`src/rtl/flsh_pkg.sv`:
```
package flsh_pkg;

    localparam int ADDR_W     = 24;
    localparam int DATA_W     = 32;
    localparam int NUM_BANKS  = 4;
    localparam int BANK_W     = $clog2(NUM_BANKS);
    localparam int FLASH_BYTES = 128 * 1024;
    localparam int WORD_W     = $clog2(FLASH_BYTES / 4);
    localparam logic [ADDR_W-1:0] HIGH_BASE = 24'h010000;
    localparam int MOVABLE_BANKS = 2;

    typedef logic [ADDR_W-1:0] addr_t;
    typedef logic [WORD_W-1:0] word_t;
    typedef logic [BANK_W-1:0] bank_t;

    typedef enum logic [1:0] {
        REG_EXT   = 2'd0,
        REG_FLASH = 2'd1,
        REG_RAM   = 2'd2
    } region_e;

    typedef struct packed {
        region_e region;
        bank_t   bank;
        word_t   word;
    } decode_t;

    typedef struct packed {
        logic  valid;
        logic  hit;
        logic  ram;
        logic  ext;
        bank_t bank;
        word_t word;
        logic  err;
        logic  pass_data;
    } resp_t;

    function automatic addr_t bank_bytes(input int b);
        case (b)
            0:       return addr_t'(8 * 1024);
            1:       return addr_t'(24 * 1024);
            default: return addr_t'(48 * 1024);
        endcase
    endfunction

    function automatic addr_t bank_phys(input int b);
        addr_t acc;
        acc = '0;
        for (int i = 0; i < b; i++) acc = acc + bank_bytes(i);
        return acc;
    endfunction

    function automatic addr_t bank_lo(input int b, input logic high);
        if (b >= MOVABLE_BANKS || high) return bank_phys(b) + HIGH_BASE;
        return bank_phys(b);
    endfunction

endpackage

```
`src/rtl/flsh_remap_latch.sv`:
```
module flsh_remap_latch (
    input  logic clk,
    input  logic rst,
    input  logic sel_i,
    output logic high_o,
    output logic high_q_o,
    output logic done_o
);
    logic high_q;
    logic done_q;

    always_ff @(posedge clk) begin
        if (rst) begin
            high_q <= 1'b0;
            done_q <= 1'b0;
        end else if (!done_q) begin
            high_q <= sel_i;
            done_q <= 1'b1;
        end
    end

    assign high_o   = done_q ? high_q : sel_i;
    assign high_q_o = high_q;
    assign done_o   = done_q;
endmodule

```
`src/rtl/flsh_bank_decode.sv`:
```
module flsh_bank_decode
    import flsh_pkg::*;
#(
    parameter logic [23:0] RAM_BASE  = 24'h00FA00,
    parameter int          RAM_BYTES = 1024
) (
    input  addr_t   addr_i,
    input  logic    high_i,
    output decode_t dec_o
);
    localparam addr_t RAM_END = RAM_BASE + addr_t'(RAM_BYTES);

    logic [NUM_BANKS-1:0] bank_hit;

    for (genvar b = 0; b < NUM_BANKS; b++) begin : g_bank
        localparam addr_t LO_LOW  = bank_lo(b, 1'b0);
        localparam addr_t LO_HIGH = bank_lo(b, 1'b1);
        localparam addr_t SIZE    = bank_bytes(b);
        addr_t lo;
        assign lo          = high_i ? LO_HIGH : LO_LOW;
        assign bank_hit[b] = (addr_i >= lo) && (addr_i < lo + SIZE);
    end

    addr_t phys;
    logic  in_ram;

    assign in_ram = (addr_i >= RAM_BASE) && (addr_i < RAM_END);

    always_comb begin
        dec_o = '{region: REG_EXT, bank: '0, word: '0};
        phys  = '0;
        for (int b = NUM_BANKS - 1; b >= 0; b--) begin
            if (bank_hit[b]) begin
                dec_o.region = REG_FLASH;
                dec_o.bank   = bank_t'(b);
                if (b >= MOVABLE_BANKS || high_i) phys = addr_i - HIGH_BASE;
                else                               phys = addr_i;
            end
        end
        if (dec_o.region == REG_FLASH) begin
            dec_o.word = phys[WORD_W+1:2];
        end else if (in_ram) begin
            dec_o.region = REG_RAM;
        end
    end
endmodule

```
`src/rtl/flsh_access_policy.sv`:
```
module flsh_access_policy
    import flsh_pkg::*;
(
    input  logic    valid_i,
    input  logic    fetch_i,
    input  logic    busy_i,
    input  logic    protect_i,
    input  decode_t dec_i,
    output logic    refuse_o,
    output logic    strobe_o
);
    logic is_flash;
    logic is_ram;
    logic busy_block;
    logic prot_block;

    assign is_flash   = dec_i.region == REG_FLASH;
    assign is_ram     = dec_i.region == REG_RAM;
    assign busy_block = busy_i && is_flash;
    assign prot_block = protect_i && !fetch_i && (is_flash || is_ram);
    assign refuse_o   = valid_i && (busy_block || prot_block);
    assign strobe_o   = valid_i && is_flash && !busy_block && !prot_block;
endmodule

```
`src/rtl/flash_bank_guard.sv`:
```
module flash_bank_guard
    import flsh_pkg::*;
#(
    parameter logic [23:0] RAM_BASE  = 24'h00FA00,
    parameter int          RAM_BYTES = 1024
) (
    input  logic        clk,
    input  logic        rst,
    input  logic        remap_sel_i,
    input  logic        req_valid_i,
    input  logic [23:0] req_addr_i,
    input  logic        req_fetch_i,
    input  logic        flash_busy_i,
    input  logic        protect_i,
    output logic        arr_en_o,
    output logic [14:0] arr_addr_o,
    input  logic [31:0] arr_rdata_i,
    output logic        rsp_valid_o,
    output logic        rsp_hit_o,
    output logic        rsp_ram_o,
    output logic        rsp_ext_o,
    output logic [1:0]  rsp_bank_o,
    output logic [14:0] rsp_word_o,
    output logic        rsp_err_o,
    output logic [31:0] rsp_data_o
);
    logic    high_eff;
    logic    high_q;
    logic    init_done;
    decode_t dec;
    logic    refuse;
    logic    strobe;
    resp_t   rsp_q;
    resp_t   rsp_d;

    flsh_remap_latch u_latch (
        .clk      (clk),
        .rst      (rst),
        .sel_i    (remap_sel_i),
        .high_o   (high_eff),
        .high_q_o (high_q),
        .done_o   (init_done)
    );

    flsh_bank_decode #(
        .RAM_BASE  (RAM_BASE),
        .RAM_BYTES (RAM_BYTES)
    ) u_dec (
        .addr_i (req_addr_i),
        .high_i (high_eff),
        .dec_o  (dec)
    );

    flsh_access_policy u_pol (
        .valid_i   (req_valid_i),
        .fetch_i   (req_fetch_i),
        .busy_i    (flash_busy_i),
        .protect_i (protect_i),
        .dec_i     (dec),
        .refuse_o  (refuse),
        .strobe_o  (strobe)
    );

    always_comb begin
        rsp_d           = '0;
        rsp_d.valid     = req_valid_i;
        if (req_valid_i) begin
            rsp_d.hit       = dec.region == REG_FLASH;
            rsp_d.ram       = dec.region == REG_RAM;
            rsp_d.ext       = dec.region == REG_EXT;
            rsp_d.bank      = dec.bank;
            rsp_d.word      = dec.word;
            rsp_d.err       = refuse;
            rsp_d.pass_data = strobe;
        end
    end

    always_ff @(posedge clk) begin
        if (rst) rsp_q <= '0;
        else     rsp_q <= rsp_d;
    end

    assign arr_en_o    = strobe;
    assign arr_addr_o  = dec.word;
    assign rsp_valid_o = rsp_q.valid;
    assign rsp_hit_o   = rsp_q.hit;
    assign rsp_ram_o   = rsp_q.ram;
    assign rsp_ext_o   = rsp_q.ext;
    assign rsp_bank_o  = rsp_q.bank;
    assign rsp_word_o  = rsp_q.word;
    assign rsp_err_o   = rsp_q.err;
    assign rsp_data_o  = rsp_q.pass_data ? arr_rdata_i : '0;
endmodule

```
`config.mk`:
```
export PLATFORM = sky130hd
export DESIGN_NAME = flash_bank_guard
export DESIGN_NICKNAME = d
export VERILOG_FILES = /design/src/rtl/flsh_pkg.sv /design/src/rtl/flsh_remap_latch.sv /design/src/rtl/flsh_bank_decode.sv /design/src/rtl/flsh_access_policy.sv /design/src/rtl/flash_bank_guard.sv
export SDC_FILE = /design/constraint.sdc
export NUM_CORES = 1
export LEC_CHECK = 0
export BUFFER_PORTS_ARGS = -buffer_cell sky130_fd_sc_hd__buf_2
export CAP_MARGIN = 20
export CORE_ASPECT_RATIO = 0.6
export CORE_MARGIN = 2
export CORE_UTILIZATION = 29
export CTS_BUF_LIST = sky130_fd_sc_hd__clkbuf_4 sky130_fd_sc_hd__clkbuf_8
export CTS_CLUSTER_SIZE = 16
export DETAILED_ROUTE_END_ITERATION = 8
export GPL_TIMING_DRIVEN = 1
export PLACE_DENSITY = 0.79
export SLEW_MARGIN = 5
export SYNTH_ARGS = -nofsm -noshare
export SYNTH_HDL_FRONTEND = slang
export SYNTH_SLANG_ARGS = --single-unit
```
`constraint.sdc`:
```
create_clock -name clk -period 2 [get_ports clk]
set_input_delay 0.1 -clock clk [delete_from_list [all_inputs] [get_ports clk]]
set_output_delay 0.1 -clock clk [all_outputs]
set_load 0.005 [all_outputs]
```
==> results.md <==
* CP Depth at 10
* Worst-Skew Late Latency at 260 ps
* Psw at 235.0 µW
* Yosys reg bits at 25
* Slew Limit Fails at 0
* Worst setup startpoint: u_latch.done_o
* Final TNS setup at -5756 ps
* CP Capture Type: output port
* Placed Area at 0.002028 mm²
* Compound-cell area share of the yosys netlist at roughly 6.4%
* Failing checks: setup timing
* VDD IR max at 273.3 µV
* WHS at 90.18 ps
* Die Y-Extent at 58.28 µm
* Core area at 0.004659 mm²
* CTS tree: done
* Num rows at 19
* Power Density at 427.1 mW/mm²
* Headroom to the max-slew limit at 51.90%
* CTS max path bufs at 2
* Ant diodes at 0
* CP max stage delay at 340 ps
* HPWL after DPL at 3482 µm
* P_int at ~730 µW
* Most used cell along the critical path: buf_6
* Crit path max fanout at 5
* Synth Area in Simple Gates at 41.39%
* Fin. Hold Viols at 0
* Syn-to-layout area delta at 58.26%
* Unrepaired setup endpoints after global routing: true
* GRT Residual Overflow at 0
* CP delay by family, top: simple AND/OR/NAND/NOR gates
* Mapped Avg Cell Area at 8.526 µm²
* Crit start category: flop
* Xor-xnor portion of the synthesized cell area at 0.6151%
* Logic gate share of total power at 16.8%
* Die Footprint at 0.005505 mm²
* Worst r2r dst: rsp_word_o[4]
* Status: complete, but fails checks
* Netlist Area Pre-Place at 0.001424 mm²
* Commonest cells after routing, fill and taps aside: buf_2 (127), and2_1 (43), dfxtp_1 (24)
* CP max stage cell: dfxtp_2
* Synth cell types at 34
* PnR worst setup slack at -345.5 ps
* Largest net degree at the start of global routing at 33
* Sw Share at between 20 and 25%
* GPL Wtd Cong at approximately 0.81
* HP Class: in2reg
* DRC at 0
* Setup violations, final at 27
* Cell area after layout at roughly 0.0023 mm²
* Initial DRC count at 59
* R2R setup slack at -140 ps
* Ranking of synthesized cells by area: dfxtp_1 (35%), and2_1 (21%), buf_4 (9.0%)
* Mux contribution to synthesized area at less than 1%
* Synth area leader: dfxtp_1
* Worst Setup EP: arr_en_o
* Share of layout cells above drive strength 1 at 57.97%
* CP Class: reg2out
* Largest family of logic cells by synthesized area: simple AND/OR/NAND/NOR gates
* YS warnings at 0
* Sequential share of the synthesized area at 35.15%
* Tcrit/Tclk final at 117.3%
* Worst-path clk slew at roughly 90 ps
* Net Count, Synth at approximately 230
* # port buffers at 132
* Post-synthesis cell count at 167
* Vias at between 1500 and 2000
* Worst Path Required at 1900 ps
* CTS buffer count at 3
* Nets at 361
* Initial antenna violation count at 0
* Worst-Margin Slew at around 720 ps
* Fmax at ~0.43 GHz
* Number of global-route vias before repair at 1326
* Commonest non-fill, non-tap cell in the layout: buf_2
* Vias/cell at 4.402
* Initial Util at just over 30%
* Buf/Inv on CP at 3
* Leak pwr at 0.001326 µW
* I/O pins at 133
* Adder-cell share of the synthesized area at roughly 1.8%
* Fin crit period at roughly 2300 ps
* Crit path arrival time at 2250 ps
* First-pass GRT wire length at about 6400 µm
* # clock sinks at 25
* Max_cap viols at 0
* Dpl cells at around 340
* Seq pwr share at between 50% and 60%
* Crit-path cells: mux2i_2, inv_2, ha_4, nand2b_4, nor2_4, nand4_1, a31oi_4, buf_6, and3_4, buf_6
* Skew final at approximately 3.0 ps
* Post-route ant nets at 0
* DRT Pass-1 Iters at 4
* Critical register-to-register path startpoint: u_latch.done_o
* Post-Route WL at roughly 4400 µm
* Clk pwr share at 30.8%
* Die X at ~94 µm
* Cell Count, Final, Fillers Out at 358
* Wirelength per Cell at about 12 µm
* Total track usage at 14.94%
* Root buf cell: clkbuf_8
* H-tree levels at 1
* Share of the synthesized area in the top cell type at 35.15%
* Reg2reg path depth at 11
## worst min-delay path by stage
stage,endpoint,cells after the start,from
floorplan,u_latch.done_o,1,rst
global placement,u_latch.done_o,2,rst
detailed placement,u_latch.done_o,2,rst
CTS,rsp_word_o[1],2,req_addr_i[3]
global route,rsp_word_o[0],2,req_addr_i[2]
finish,rsp_word_o[0],2,req_addr_i[2]
## what timing repair did
item	CTS	global route
hold endpoints to repair	1	0
cloned	0	1
setup buffers	3	6
setup endpoints to repair	25	34
gates resized for setup	10	13
hold buffers	1	0
pin swaps	5	6
## worst reg2reg max path: cells and delay by family, from the launching register on
family	cells	cell delay, ps
buffers and inverters	4	470
AND/OR/NAND/NOR	4	440
flip-flops	1	340
adder cells (fa/ha/maj)	1	300
AO/OA/AOI/OAI	1	280
multiplexers	1	250
## power by group through the flow
stage	Clock (µW)	Combinational, µW	Sequential (µW)
3_3_place_gp	0	135	515
6_report	297	161	504
4_1_cts	299	152	504
5_1_grt	325	178	505
2_1_floorplan	0	45.9	516
3_5_place_dp	0	138	515
## final cells by class
type	count	area, µm²
clock inverter	1	5.005
multi-input combinational	112	774.5
fill	463	2406
tap	63	78.83
timing repair buffer	149	833.3
sequential	25	501.7
inverter	5	18.77
clock buffer	3	41.29
## state kept, by name, indices dropped and copies added, names as in the netlist
name              flops
rsp_word_o           15
rsp_hit_o             1
rsp_valid_o           1
rsp_err_o             1
rsp_q                 1
u_latch.high_q_o      1
u_latch.done_o        1
rsp_bank_o            2
rsp_ext_o             1
rsp_ram_o             1
## metrics by stage
| stage | power, µW | setup slack [ps] | util [%] |
|---|---|---|---|
| after floorplan | 561.4 | 53.85 | - |
| after global placement | 650.2 | -32.20 | 43.53 |
| after detailed placement | 653.5 | -163.5 | 43.53 |
| after CTS | 955.7 | -352.6 | 46.32 |
| after global routing | 1008 | -429.3 | 48.36 |
| final | 962.4 | -345.5 | 48.36 |
## cell families after synthesis
logic type | count (synthesis)
buf+inv | 30
compound gates | 12
xor+xnor | 1
mux | 1
flops | 25
fa+ha+maj | 2
simple gates | 96
## routing by layer
layer | vias up | wire length, µm | GRT usage, %
met2 | 57 | 1955 | 22.55
li1 | 786 | - | -
met4 | 0 | 33 | 3.313
met3 | 4 | 359 | 4.811
met1 | 729 | 2011 | 20.96
met5 | - | 0 | 0
## synthesized netlist by cell type
cell type,count
buf_4,17
xnor2_1,1
inv_1,5
a21oi_1,4
clkbuf_1,5
a31o_1,1
nand4b_1,1
nor3_4,1
o21ai_1,1
nor3b_1,1
a32o_2,1
and3_1,16
nand3_1,1
or2_2,2
ha_1,2
a211oi_1,1
nor2_1,8
nor4_1,2
o21ai_0,2
or4_4,1
dfxtp_1,25
o211ai_1,1
nand2b_1,1
buf_6,3
and2_2,1
nand3b_1,1
a31oi_4,1
nor2b_1,4
nand4_1,1
mux2i_1,1
nand2_1,3
nor3_1,4
or4_1,1
and2_1,47
Note: power is estimated with default switching activity, not from simulation.
